File: config.mk
export PLATFORM = sky130hd
export DESIGN_NAME = rx_service_fifo
export DESIGN_NICKNAME = d
export VERILOG_FILES = /design/src/rtl/rxq_pkg.sv /design/src/rtl/rxq_store.sv /design/src/rtl/rxq_age.sv /design/src/rtl/rxq_flags.sv /design/src/rtl/rx_service_fifo.sv
export SDC_FILE = /design/constraint.sdc
export NUM_CORES = 1
export LEC_CHECK = 0
export BUFFER_PORTS_ARGS = -buffer_cell sky130_fd_sc_hd__buf_2
export CAP_MARGIN = 20
export CELL_PAD_IN_SITES_DETAIL_PLACEMENT = 0
export CELL_PAD_IN_SITES_GLOBAL_PLACEMENT = 1
export CORE_AREA = 2 2 176 178
export CTS_CLUSTER_SIZE = 12
export DETAILED_ROUTE_END_ITERATION = 8
export DIE_AREA = 0 0 178 180
export PLACE_DENSITY = 0.87
export SYNTH_ARGS = -nofsm -noshare
export SYNTH_HDL_FRONTEND = slang
export SYNTH_HIERARCHICAL = 1
export SYNTH_SLANG_ARGS = --single-unit
File: constraint.sdc
create_clock -name clk -period 5.7 [get_ports clk]
set_input_delay 0.855 -clock clk [delete_from_list [all_inputs] [get_ports clk]]
set_output_delay 0.855 -clock clk [all_outputs]
set_load 0.01 [all_outputs]
File: src/rtl/rxq_pkg.sv
package rxq_pkg;
  localparam int NUM_ST   = 3;
  localparam int ST_RXRDY = 0;
  localparam int ST_AGE   = 1;
  localparam int ST_BRK   = 2;
  // read word layout
  localparam int B_FRM    = 8;
  localparam int B_PAR    = 9;
  localparam int B_OVR    = 10;
  localparam int B_BRK    = 11;
  localparam int WORD_W   = 12;
endpackage

File: src/rtl/rxq_store.sv
module rxq_store #(
  parameter int DEPTH  = 32,
  parameter int DW     = 8,
  localparam int AW    = $clog2(DEPTH),
  localparam int LW    = $clog2(DEPTH + 1),
  localparam int EW    = DW + 3,
  localparam int OW    = DW + 4
) (
  input  logic          clk,
  input  logic          rst,
  input  logic          push,
  input  logic [EW-1:0] push_entry,   // {brk, par, frm, data}
  input  logic          pop_req,
  output logic [LW-1:0] level,
  output logic          nonempty,
  output logic [OW-1:0] rd_word       // {brk, ovr, par, frm, data}
);
  logic [EW-1:0] mem [DEPTH];
  logic [DEPTH-1:0] ovr_bits;
  logic [AW-1:0] wr_ptr, rd_ptr;
  logic [EW-1:0] ram_q;
  logic          ovr_q, valid_q;
  logic          empty, full, push_ok, pop_ok;
  logic [LW-1:0] level_n;

  assign empty   = (level == '0);
  assign full    = (level == LW'(DEPTH));
  assign push_ok = push && !full;
  assign pop_ok  = pop_req && !empty;

  always_comb begin
    level_n = level;
    if (push_ok && !pop_ok) level_n = level + 1'b1;
    else if (!push_ok && pop_ok) level_n = level - 1'b1;
  end

  // storage array: one write port, one registered read port
  always_ff @(posedge clk) begin
    if (push_ok) mem[wr_ptr] <= push_entry;
    if (pop_ok)  ram_q <= mem[rd_ptr];
  end

  always_ff @(posedge clk) begin
    if (rst) begin
      wr_ptr   <= '0;
      rd_ptr   <= '0;
      level    <= '0;
      nonempty <= 1'b0;
      ovr_bits <= '0;
      ovr_q    <= 1'b0;
      valid_q  <= 1'b0;
    end else begin
      level    <= level_n;
      nonempty <= (level_n != '0);
      if (push_ok) begin
        wr_ptr           <= wr_ptr + 1'b1;
        ovr_bits[wr_ptr] <= 1'b0;
      end else if (push && full) begin
        ovr_bits[wr_ptr - 1'b1] <= 1'b1;
      end
      if (pop_req) begin
        valid_q <= pop_ok;
        ovr_q   <= pop_ok ? ovr_bits[rd_ptr] : 1'b0;
      end
      if (pop_ok) rd_ptr <= rd_ptr + 1'b1;
    end
  end

  assign rd_word = valid_q ? {ram_q[EW-1], ovr_q, ram_q[EW-2:0]} : '0;


  level_bound_chk: assert property (@(posedge clk) disable iff (rst)
    level <= LW'(DEPTH));

  full_drop_chk: assert property (@(posedge clk) disable iff (rst)
    (push && full && !pop_req) |=> $stable(level));

  empty_read_chk: assert property (@(posedge clk) disable iff (rst)
    (pop_req && empty && !push) |=> (rd_word == '0 && level == '0));
endmodule

File: src/rtl/rxq_age.sv
module rxq_age #(
  parameter int AGE_CHARS = 8,
  localparam int CW       = $clog2(AGE_CHARS + 1)
) (
  input  logic clk,
  input  logic rst,
  input  logic tick,
  input  logic empty,
  input  logic restart,
  output logic hit
);
  logic [CW-1:0] cnt;

  assign hit = tick && !empty && !restart && (cnt == CW'(AGE_CHARS - 1));

  always_ff @(posedge clk) begin
    if (rst || empty || restart) cnt <= '0;
    else if (tick && cnt != CW'(AGE_CHARS)) cnt <= cnt + 1'b1;
  end


  age_hold_chk: assert property (@(posedge clk) disable iff (rst)
    empty |=> (cnt == '0));

  age_cap_chk: assert property (@(posedge clk) disable iff (rst)
    cnt <= CW'(AGE_CHARS));
endmodule

File: src/rtl/rxq_flags.sv
module rxq_flags
  import rxq_pkg::*;
(
  input  logic              clk,
  input  logic              rst,
  input  logic [NUM_ST-1:0] set_vec,
  input  logic              clr_we,
  input  logic [NUM_ST-1:0] clr_mask,
  input  logic [NUM_ST-1:0] en,
  output logic [NUM_ST-1:0] stat,
  output logic              irq
);
  for (genvar i = 0; i < NUM_ST; i++) begin : g_bit
    always_ff @(posedge clk) begin
      if (rst) stat[i] <= 1'b0;
      else if (set_vec[i]) stat[i] <= 1'b1;
      else if (clr_we && clr_mask[i]) stat[i] <= 1'b0;
    end


    clear_chk: assert property (@(posedge clk) disable iff (rst)
      (clr_we && clr_mask[i] && !set_vec[i]) |=> !stat[i]);
  end

  always_ff @(posedge clk) begin
    if (rst) irq <= 1'b0;
    else     irq <= |(stat & en);
  end


  irq_follow_chk: assert property (@(posedge clk) disable iff (rst)
    1'b1 |=> (irq == $past(|(stat & en))));
endmodule

File: src/rtl/rx_service_fifo.sv
module rx_service_fifo
  import rxq_pkg::*;
#(
  parameter int DEPTH     = 32,
  parameter int AGE_CHARS = 8,
  localparam int LW       = $clog2(DEPTH + 1)
) (
  input  logic              clk,
  input  logic              rst,
  input  logic              in_valid,
  input  logic [7:0]        in_data,
  input  logic              in_frm_err,
  input  logic              in_par_err,
  input  logic              in_brk,
  input  logic              char_tick,
  input  logic              brk_det,
  input  logic              rd_en,
  output logic [WORD_W-1:0] rd_word,
  input  logic [LW-1:0]     rx_thresh,
  input  logic [NUM_ST-1:0] irq_en,
  input  logic              st_clr_we,
  input  logic [NUM_ST-1:0] st_clr_mask,
  output logic [LW-1:0]     fill_level,
  output logic              data_rdy,
  output logic [NUM_ST-1:0] status,
  output logic              irq
);
  logic              age_hit;
  logic [NUM_ST-1:0] set_vec;

  rxq_store #(.DEPTH(DEPTH), .DW(8)) u_store (
    .clk        (clk),
    .rst        (rst),
    .push       (in_valid),
    .push_entry ({in_brk, in_par_err, in_frm_err, in_data}),
    .pop_req    (rd_en),
    .level      (fill_level),
    .nonempty   (data_rdy),
    .rd_word    (rd_word)
  );

  rxq_age #(.AGE_CHARS(AGE_CHARS)) u_age (
    .clk     (clk),
    .rst     (rst),
    .tick    (char_tick),
    .empty   (!data_rdy),
    .restart (in_valid || rd_en),
    .hit     (age_hit)
  );

  always_comb begin
    set_vec           = '0;
    set_vec[ST_RXRDY] = (fill_level >= rx_thresh);
    set_vec[ST_AGE]   = age_hit;
    set_vec[ST_BRK]   = brk_det;
  end

  rxq_flags u_flags (
    .clk      (clk),
    .rst      (rst),
    .set_vec  (set_vec),
    .clr_we   (st_clr_we),
    .clr_mask (st_clr_mask),
    .en       (irq_en),
    .stat     (status),
    .irq      (irq)
  );


  brk_flag_chk: assert property (@(posedge clk) disable iff (rst)
    brk_det |=> status[ST_BRK]);

  rxrdy_flag_chk: assert property (@(posedge clk) disable iff (rst)
    (fill_level >= rx_thresh) |=> status[ST_RXRDY]);
endmodule

==> results of run 1 <==
## registers in the layout, indices dropped and copies added (netlist names)
name / count
u_store/level: 6
u_flags/stat: 3
u_store/wr_ptr: 5
u_store/mem: 352
u_store/nonempty: 1
u_store/ovr_bits: 32
u_store/ovr_q: 1
u_store/ram_q: 11
u_flags/irq: 1
u_store/rd_ptr: 5
u_age/cnt: 4
u_store/valid_q: 1
## kinds of logic (layout without fill, tap and decap cells)
logic type      Yosys count  count (layout)
simple gates            172             172
xor+xnor                 11              11
fa+ha+maj                16              16
mux                     139             139
compound gates          112             112
flops                   422             422
buf+inv                  74             169
## power by group through the flow
stage,Sequential (uW),Clock (uW),Combinational [uW]
detailed placement,3730,0,1640
global route,3680,2750,1760
CTS,3660,2640,1650
global placement,3730,0,1620
finish,3660,2590,1640
floorplan,3610,0,1280
## routing by layer
layer | track usage (%) | share of wire, % | wire length, um | vias up
li1 | - | - | - | 3906
met4 | 6.262 | 2.2 | 816 | 4
met3 | 5.013 | 9.1 | 3292 | 63
met1 | 34.79 | 41 | 14990 | 4638
met2 | 35.27 | 47 | 17160 | 433
met5 | 0 | 0.066 | 24 | -
## cell type report
class	count	area (um^2)	area share [%]
clock buffers	72	1247	6.509
clock inverters	7	57.56	0.3003
inverters	23	86.33	0.4505
multi-input cells	450	4798	25.04
flip-flops and latches	422	12090	63.09
well taps	396	495.5	2.585
repair buffers	67	389.1	2.030
## worst max path at each step
stage / start / endpoint / slack, ns / depth (start not counted)
after global placement: in_valid / u_store/mem[2][8] / 2.07 / 5
after global routing: u_store/level[0] / u_store/mem[2][6] / 1.98 / 6
after CTS: u_store/level[0] / u_store/mem[2][8] / 2.22 / 6
final: u_store/level[0] / u_store/mem[2][10] / 2.18 / 6
after detailed placement: in_valid / u_store/mem[2][9] / 1.94 / 5
after floorplan: u_store/level[0] / u_store/mem[30][0] / 3.10 / 7
## worst min-delay path, delay by kind of cell (launching register included)
kind	cells	cell delay, ns
flip-flops	1	0.31
AND/OR/NAND/NOR	1	0.06
AO/OA/AOI/OAI	1	0.06
## per-stage QoR
stage               util (%)  area (um^2)  setup WS [ns]  total power (uW)
global placement       59.02        17820          2.065              5343
global route           63.48        19160          1.979              8194
finish                 63.48        19160          2.177              7892
detailed placement     59.06        17830          1.936              5363
CTS                    63.38        19130          2.217              7952
floorplan                  -        17210          3.102              4897
## cells in the final DEF (no fill, tap or decap), types with 4 or more instances in the layout
cell type and count:
nand2b_1 12, nand4_1 4, mux2i_1 6, ha_1 16
clkinv_2 4, mux4_2 120, buf_4 13, nand3b_1 6
nand3_1 12, edfxtp_1 363, or2_2 4, a21oi_1 34
xor2_1 4, clkbuf_1 25, and3b_1 4, nor2_1 52
o21a_1 4, xnor2_1 7, o21ai_0 40, o32ai_1 4
dfxtp_1 56, buf_2 52, clkbuf_16 45, and2_1 17
nand2_1 39, nor2b_1 5, mux2_2 13, inv_1 22
==> impl_metrics.tcl, run 1 <==
set metrics [dict create \
    combPwrFrac_pct 20.7 \
    gp_congestion 0.8105 \
    dp_hpwl_um 22050 \
    max_stage_delay_ns 1.05 \
    clk_pin_slew_ns 0.06 \
    synth_top_family_by_area "multiplexers" \
    grt_setup_unrepaired "false" \
    grt-ovfl-total 0 \
    fp-row-count 64 \
    cts_tree "yes" \
    die-area_um2 32040 \
    crit_arrival_ns 3.65 \
    io_buffer_count 52 \
    holdPathStages 2 \
    hp-start "u_store/ovr_bits[27]" \
    via_per_inst 6.294 \
    grt_pass1_wl_um 55030 \
    ys_async_sr_fraction_pct 0 \
    skew_ns 0.01852 \
    run_status "finished, final reports clean" \
    hold_class "reg2reg" \
    drive_gt1_share_pct 25.55 \
    synth-simple-area-share_pct 5.212 \
    synth.most_common_cell "edfxtp_1" \
    r2r-start "u_store/level[0]" \
    antenna_left 0 \
    slowest_stage "nor2_1" \
    cts_hold_buf 0 \
    maxSlewHeadroom_pct 19.28 \
    grt_max_degree 84 \
    cts_setup_buffers 0 \
    timing.final.hold_violations 0 \
    p_int_uw 5827 \
    fill_cells 2036 \
    cts_sinks 422 \
    path_cells "inv_1, ha_1, nor4b_4, a21oi_1, nand2_1, nor2_1" \
    synth_compound_area_share_pct 4.041 \
    wire_per_inst_um 25.25 \
    grt_pass1_vias 8998 \
    drtIter0Drc 908 \
    crit_path_end_kind "register" \
    p_sw_share_pct 26.17 \
    crit_fanout 16 \
    p_seq_share_pct 46.4 \
    drv_cap 0 \
    yosysUniqueCellTypes 59 \
    ys_ff_latch 422 \
    period_minus_slack_ns 3.523 \
    synth_nets 992 \
    crit_buf_inv 1 \
    antenna_found_initial 4 \
    synthToLayoutAreaGrowth_pct 11.33 \
    synth_area_per_cell_um2 18.20 \
    synth_edf_count 363 \
    vias 9044 \
    r2r_setup_slack_ns 2.18 \
    track_usage_pct 23.26 \
    root_buffer "clkbuf_16" \
    syn_area_um2 17210 \
    rr_worst_depth 6 \
    reg2reg_to "u_store/mem[2][10]" \
    pin_count 53 \
    finalNetCount 1053 \
    synthAdderAreaFrac_pct 1.163 \
    worstSetupPathType "reg2reg" \
    stdcell_count 1437 \
    yosysWarnings 6 \
    fin_hold_ws_ns 0.4798 \
    netlist_instances 946 \
    yosys-top-cells-count "edfxtp_1, mux4_2, dfxtp_1" \
    max-clock-path-buffers 3 \
    synth_xor_area_share_pct 0.5597 \
    start_kind "register" \
    synthTopCellsByArea "edfxtp_1, mux4_2, dfxtp_1" \
    route.detailed.drc 0 \
    core_um2 30190 \
    die_width_um 178 \
    initial_utilization_pct 57.02 \
    switchingPower_uw 2065 \
    die_h_um 180 \
    ys_seq_area_share_pct 70.18 \
    numCtsBuffers 43 \
    drt-pass1-iter-count 5 \
    worstHoldEndpoint "u_store/ovr_bits[27]" \
    ir_drop_v 0.0002789 \
    fin_setup_tns_ns 0 \
    netlist.top_cell.by_area "edfxtp_1" \
    finalSetupViolations 0 \
    fmax_mhz 283.9 \
    synth_ff_type "edfxtp_1" \
    p_leak_uw 0.006099 \
    synthMuxAreaShare_pct 16.90 \
    clock_latency_ns 0.53 \
    ctsResizeCount 0 \
    wirelength_um 36280 \
    critPathRequiredTime_ns 5.83 \
    p_per_area_nw_per_um2 411.8 \
    placed_cells 1354 \
    tightest_slew_ns 1.206 \
    netlist.area_leader.share_pct 63.32 \
    clkPwrFrac_pct 32.8 \
    fin_crit_sh_pct 61.81 \
    n_antenna_cell 0 \
    cp_top_family "simple AND/OR/NAND/NOR gates" \
    cts_max_level 2 \
    slew_violations 0 \
]
Note: power is estimated with default switching activity, not from simulation.
==> run 2, diff against run 1 <==
--- a/config.mk
+++ b/config.mk
@@ -9,11 +9,11 @@
 export CAP_MARGIN = 20
 export CELL_PAD_IN_SITES_DETAIL_PLACEMENT = 0
 export CELL_PAD_IN_SITES_GLOBAL_PLACEMENT = 1
-export CORE_AREA = 2 2 176 178
+export CORE_AREA = 2 2 191 193
 export CTS_CLUSTER_SIZE = 12
 export DETAILED_ROUTE_END_ITERATION = 8
-export DIE_AREA = 0 0 178 180
-export PLACE_DENSITY = 0.87
+export DIE_AREA = 0 0 193 195
+export PLACE_DENSITY = 0.79
 export SYNTH_ARGS = -nofsm -noshare
 export SYNTH_HDL_FRONTEND = slang
 export SYNTH_HIERARCHICAL = 1
==> constraint.sdc (replaced) <==
create_clock -name clk -period 3.1 [get_ports clk]
set_input_delay 0.465 -clock clk [delete_from_list [all_inputs] [get_ports clk]]
set_output_delay 0.465 -clock clk [all_outputs]
set_load 0.01 [all_outputs]
==> impl_metrics.tcl, run 2 (same netlist as run 1, synthesis figures left out) <==
set metrics [dict create \
    run_status "finished, final reports clean" \
    use_met2_pct 30.29 \
    critPathRequiredTime_ns 3.27 \
    initial_utilization_pct 48.63 \
    fp-row-count 69 \
    cts_setup_buffers 0 \
    fin_setup_tns_ns 0 \
    skew_ns 0.02725 \
    numCtsBuffers 43 \
    ir_drop_v 0.0004255 \
    wirelength_um 36920 \
    io_buffer_count 52 \
    drt-pass1-iter-count 4 \
    hold_class "in2reg" \
    finalNetCount 1080 \
    stdcell_count 1530 \
    grt_pass1_wl_um 56100 \
    max_flop_register "u_store/mem" \
    wire_per_inst_um 24.13 \
    gr-usage-met3_pct 3.523 \
    timing.final.hold_violations 0 \
    ctsResizeCount 0 \
    vias 8995 \
    cts_hold_buf 0 \
    grt-ovfl-total 0 \
    gr-max-usage-layer "met1" \
    clk_pin_slew_ns 0.06 \
    grt_setup_unrepaired "false" \
    antenna_found_initial 1 \
    largest_reg_flops 352 \
    synthToLayoutAreaGrowth_pct 13.24 \
    maxSlewHeadroom_pct 25.70 \
    worstSetupPathType "reg2reg" \
    crit_path_end_kind "register" \
    root_buffer "clkbuf_16" \
    placed_cells 1444 \
    crit_arrival_ns 3.09 \
    mostFrequentLayoutCell "edfxtp_1" \
    die_width_um 193 \
    fill_cells 2739 \
    setup_ws_ns 0.1732 \
    pin_count 53 \
    die-area_um2 37640 \
    cts_sinks 422 \
    clock_latency_ns 0.55 \
    cts_max_level 2 \
    final_cell_area_um2 19490 \
    start_kind "register" \
    die_h_um 195 \
    reg_top3 "u_store/mem x352, u_store/ovr_bits x32, u_store/ram_q x11" \
    drtIter0Drc 922 \
    final_cell_mix "edfxtp_1, mux4_2, dfxtp_1" \
    route.detailed.drc 0 \
    crit_fanout 12 \
    gp_congestion 0.8113 \
    n_antenna_cell 0 \
    finalSetupViolations 0 \
    max-clock-path-buffers 3 \
    drive_gt1_share_pct 27.41 \
    tightest_slew_ns 1.110 \
    dp_hpwl_um 22890 \
    slew_violations 0 \
    core_um2 35400 \
    via_per_inst 5.879 \
    post_dp_cell_area_um2 18180 \
    antenna_left 0 \
    track_usage_pct 20.21 \
    pre_cts_ws_ns 0.2438 \
    p_per_area_nw_per_um2 751.2 \
    grt_pass1_vias 8962 \
    drv_cap 0 \
    p_leak_uw 0.006239 \
    utilization_pct 55.07 \
    cts_tree "yes" \
    fmax_mhz 341.7 \
    period_minus_slack_ns 2.927 \
    grtUsageMet1_pct 31.08 \
    grt_max_degree 47 \
    fin_crit_sh_pct 94.41 \
]
[run 2: through the flow]
step	hold WS, ns	total power, uW
global placement	0.4591	9994
CTS	0.1220	14770
floorplan	0.4454	9004
finish	0.1409	14640
detailed placement	0.4657	10050
global route	0.1476	15220
[run 2: routing by layer]
| metal | routed length, um | vias up |
|---|---|---|
| met5 | 9 | - |
| met4 | 572 | 2 |
| met3 | 2271 | 45 |
| met2 | 17290 | 271 |
| met1 | 16780 | 4703 |
| li1 | - | 3974 |
[run 2: layout make-up]
cell class                      count  area [um^2]  share of cell area (%)
Clock buffer                       71         1202                   6.169
Sequential cell                   422        12090                   62.03
Clock inverter                      9        60.06                  0.3081
Timing Repair Buffer               94        675.6                   3.466
Tap cell                          461        576.8                   2.959
Inverter                           23        86.33                  0.4429
Multi-Input combinational cell    450         4801                   24.63
[run 2: final timing paths]
kind / start / end / slack, ns / cells after the start
worst max-delay path: u_store/level[0] / u_store/mem[15][7] / 0.17 / 8
worst min-delay path: brk_det / u_flags/stat[2] / 0.14 / 2
worst max register to register: u_store/level[0] / u_store/mem[15][7] / 0.17 / 8
worst min register to register: u_store/ovr_bits[19] / u_store/ovr_bits[19] / 0.48 / 2
[run 2: power breakdown]
group	leakage [uW]	switching [uW]	internal, uW
clock	0.000604	2070	2650
combinational	0.00188	1630	1620
sequential	0.00375	241	6420
[run 2: worst max-delay path: stages, from the launching register on]
cell,delay [ns]
dfxtp_1,0.44
inv_1,0.12
ha_1,0.24
nor4b_4,0.17
a21oi_1,0.29
nand2_1,0.33
buf_4,0.26
or2_2,0.30
inv_1,0.39
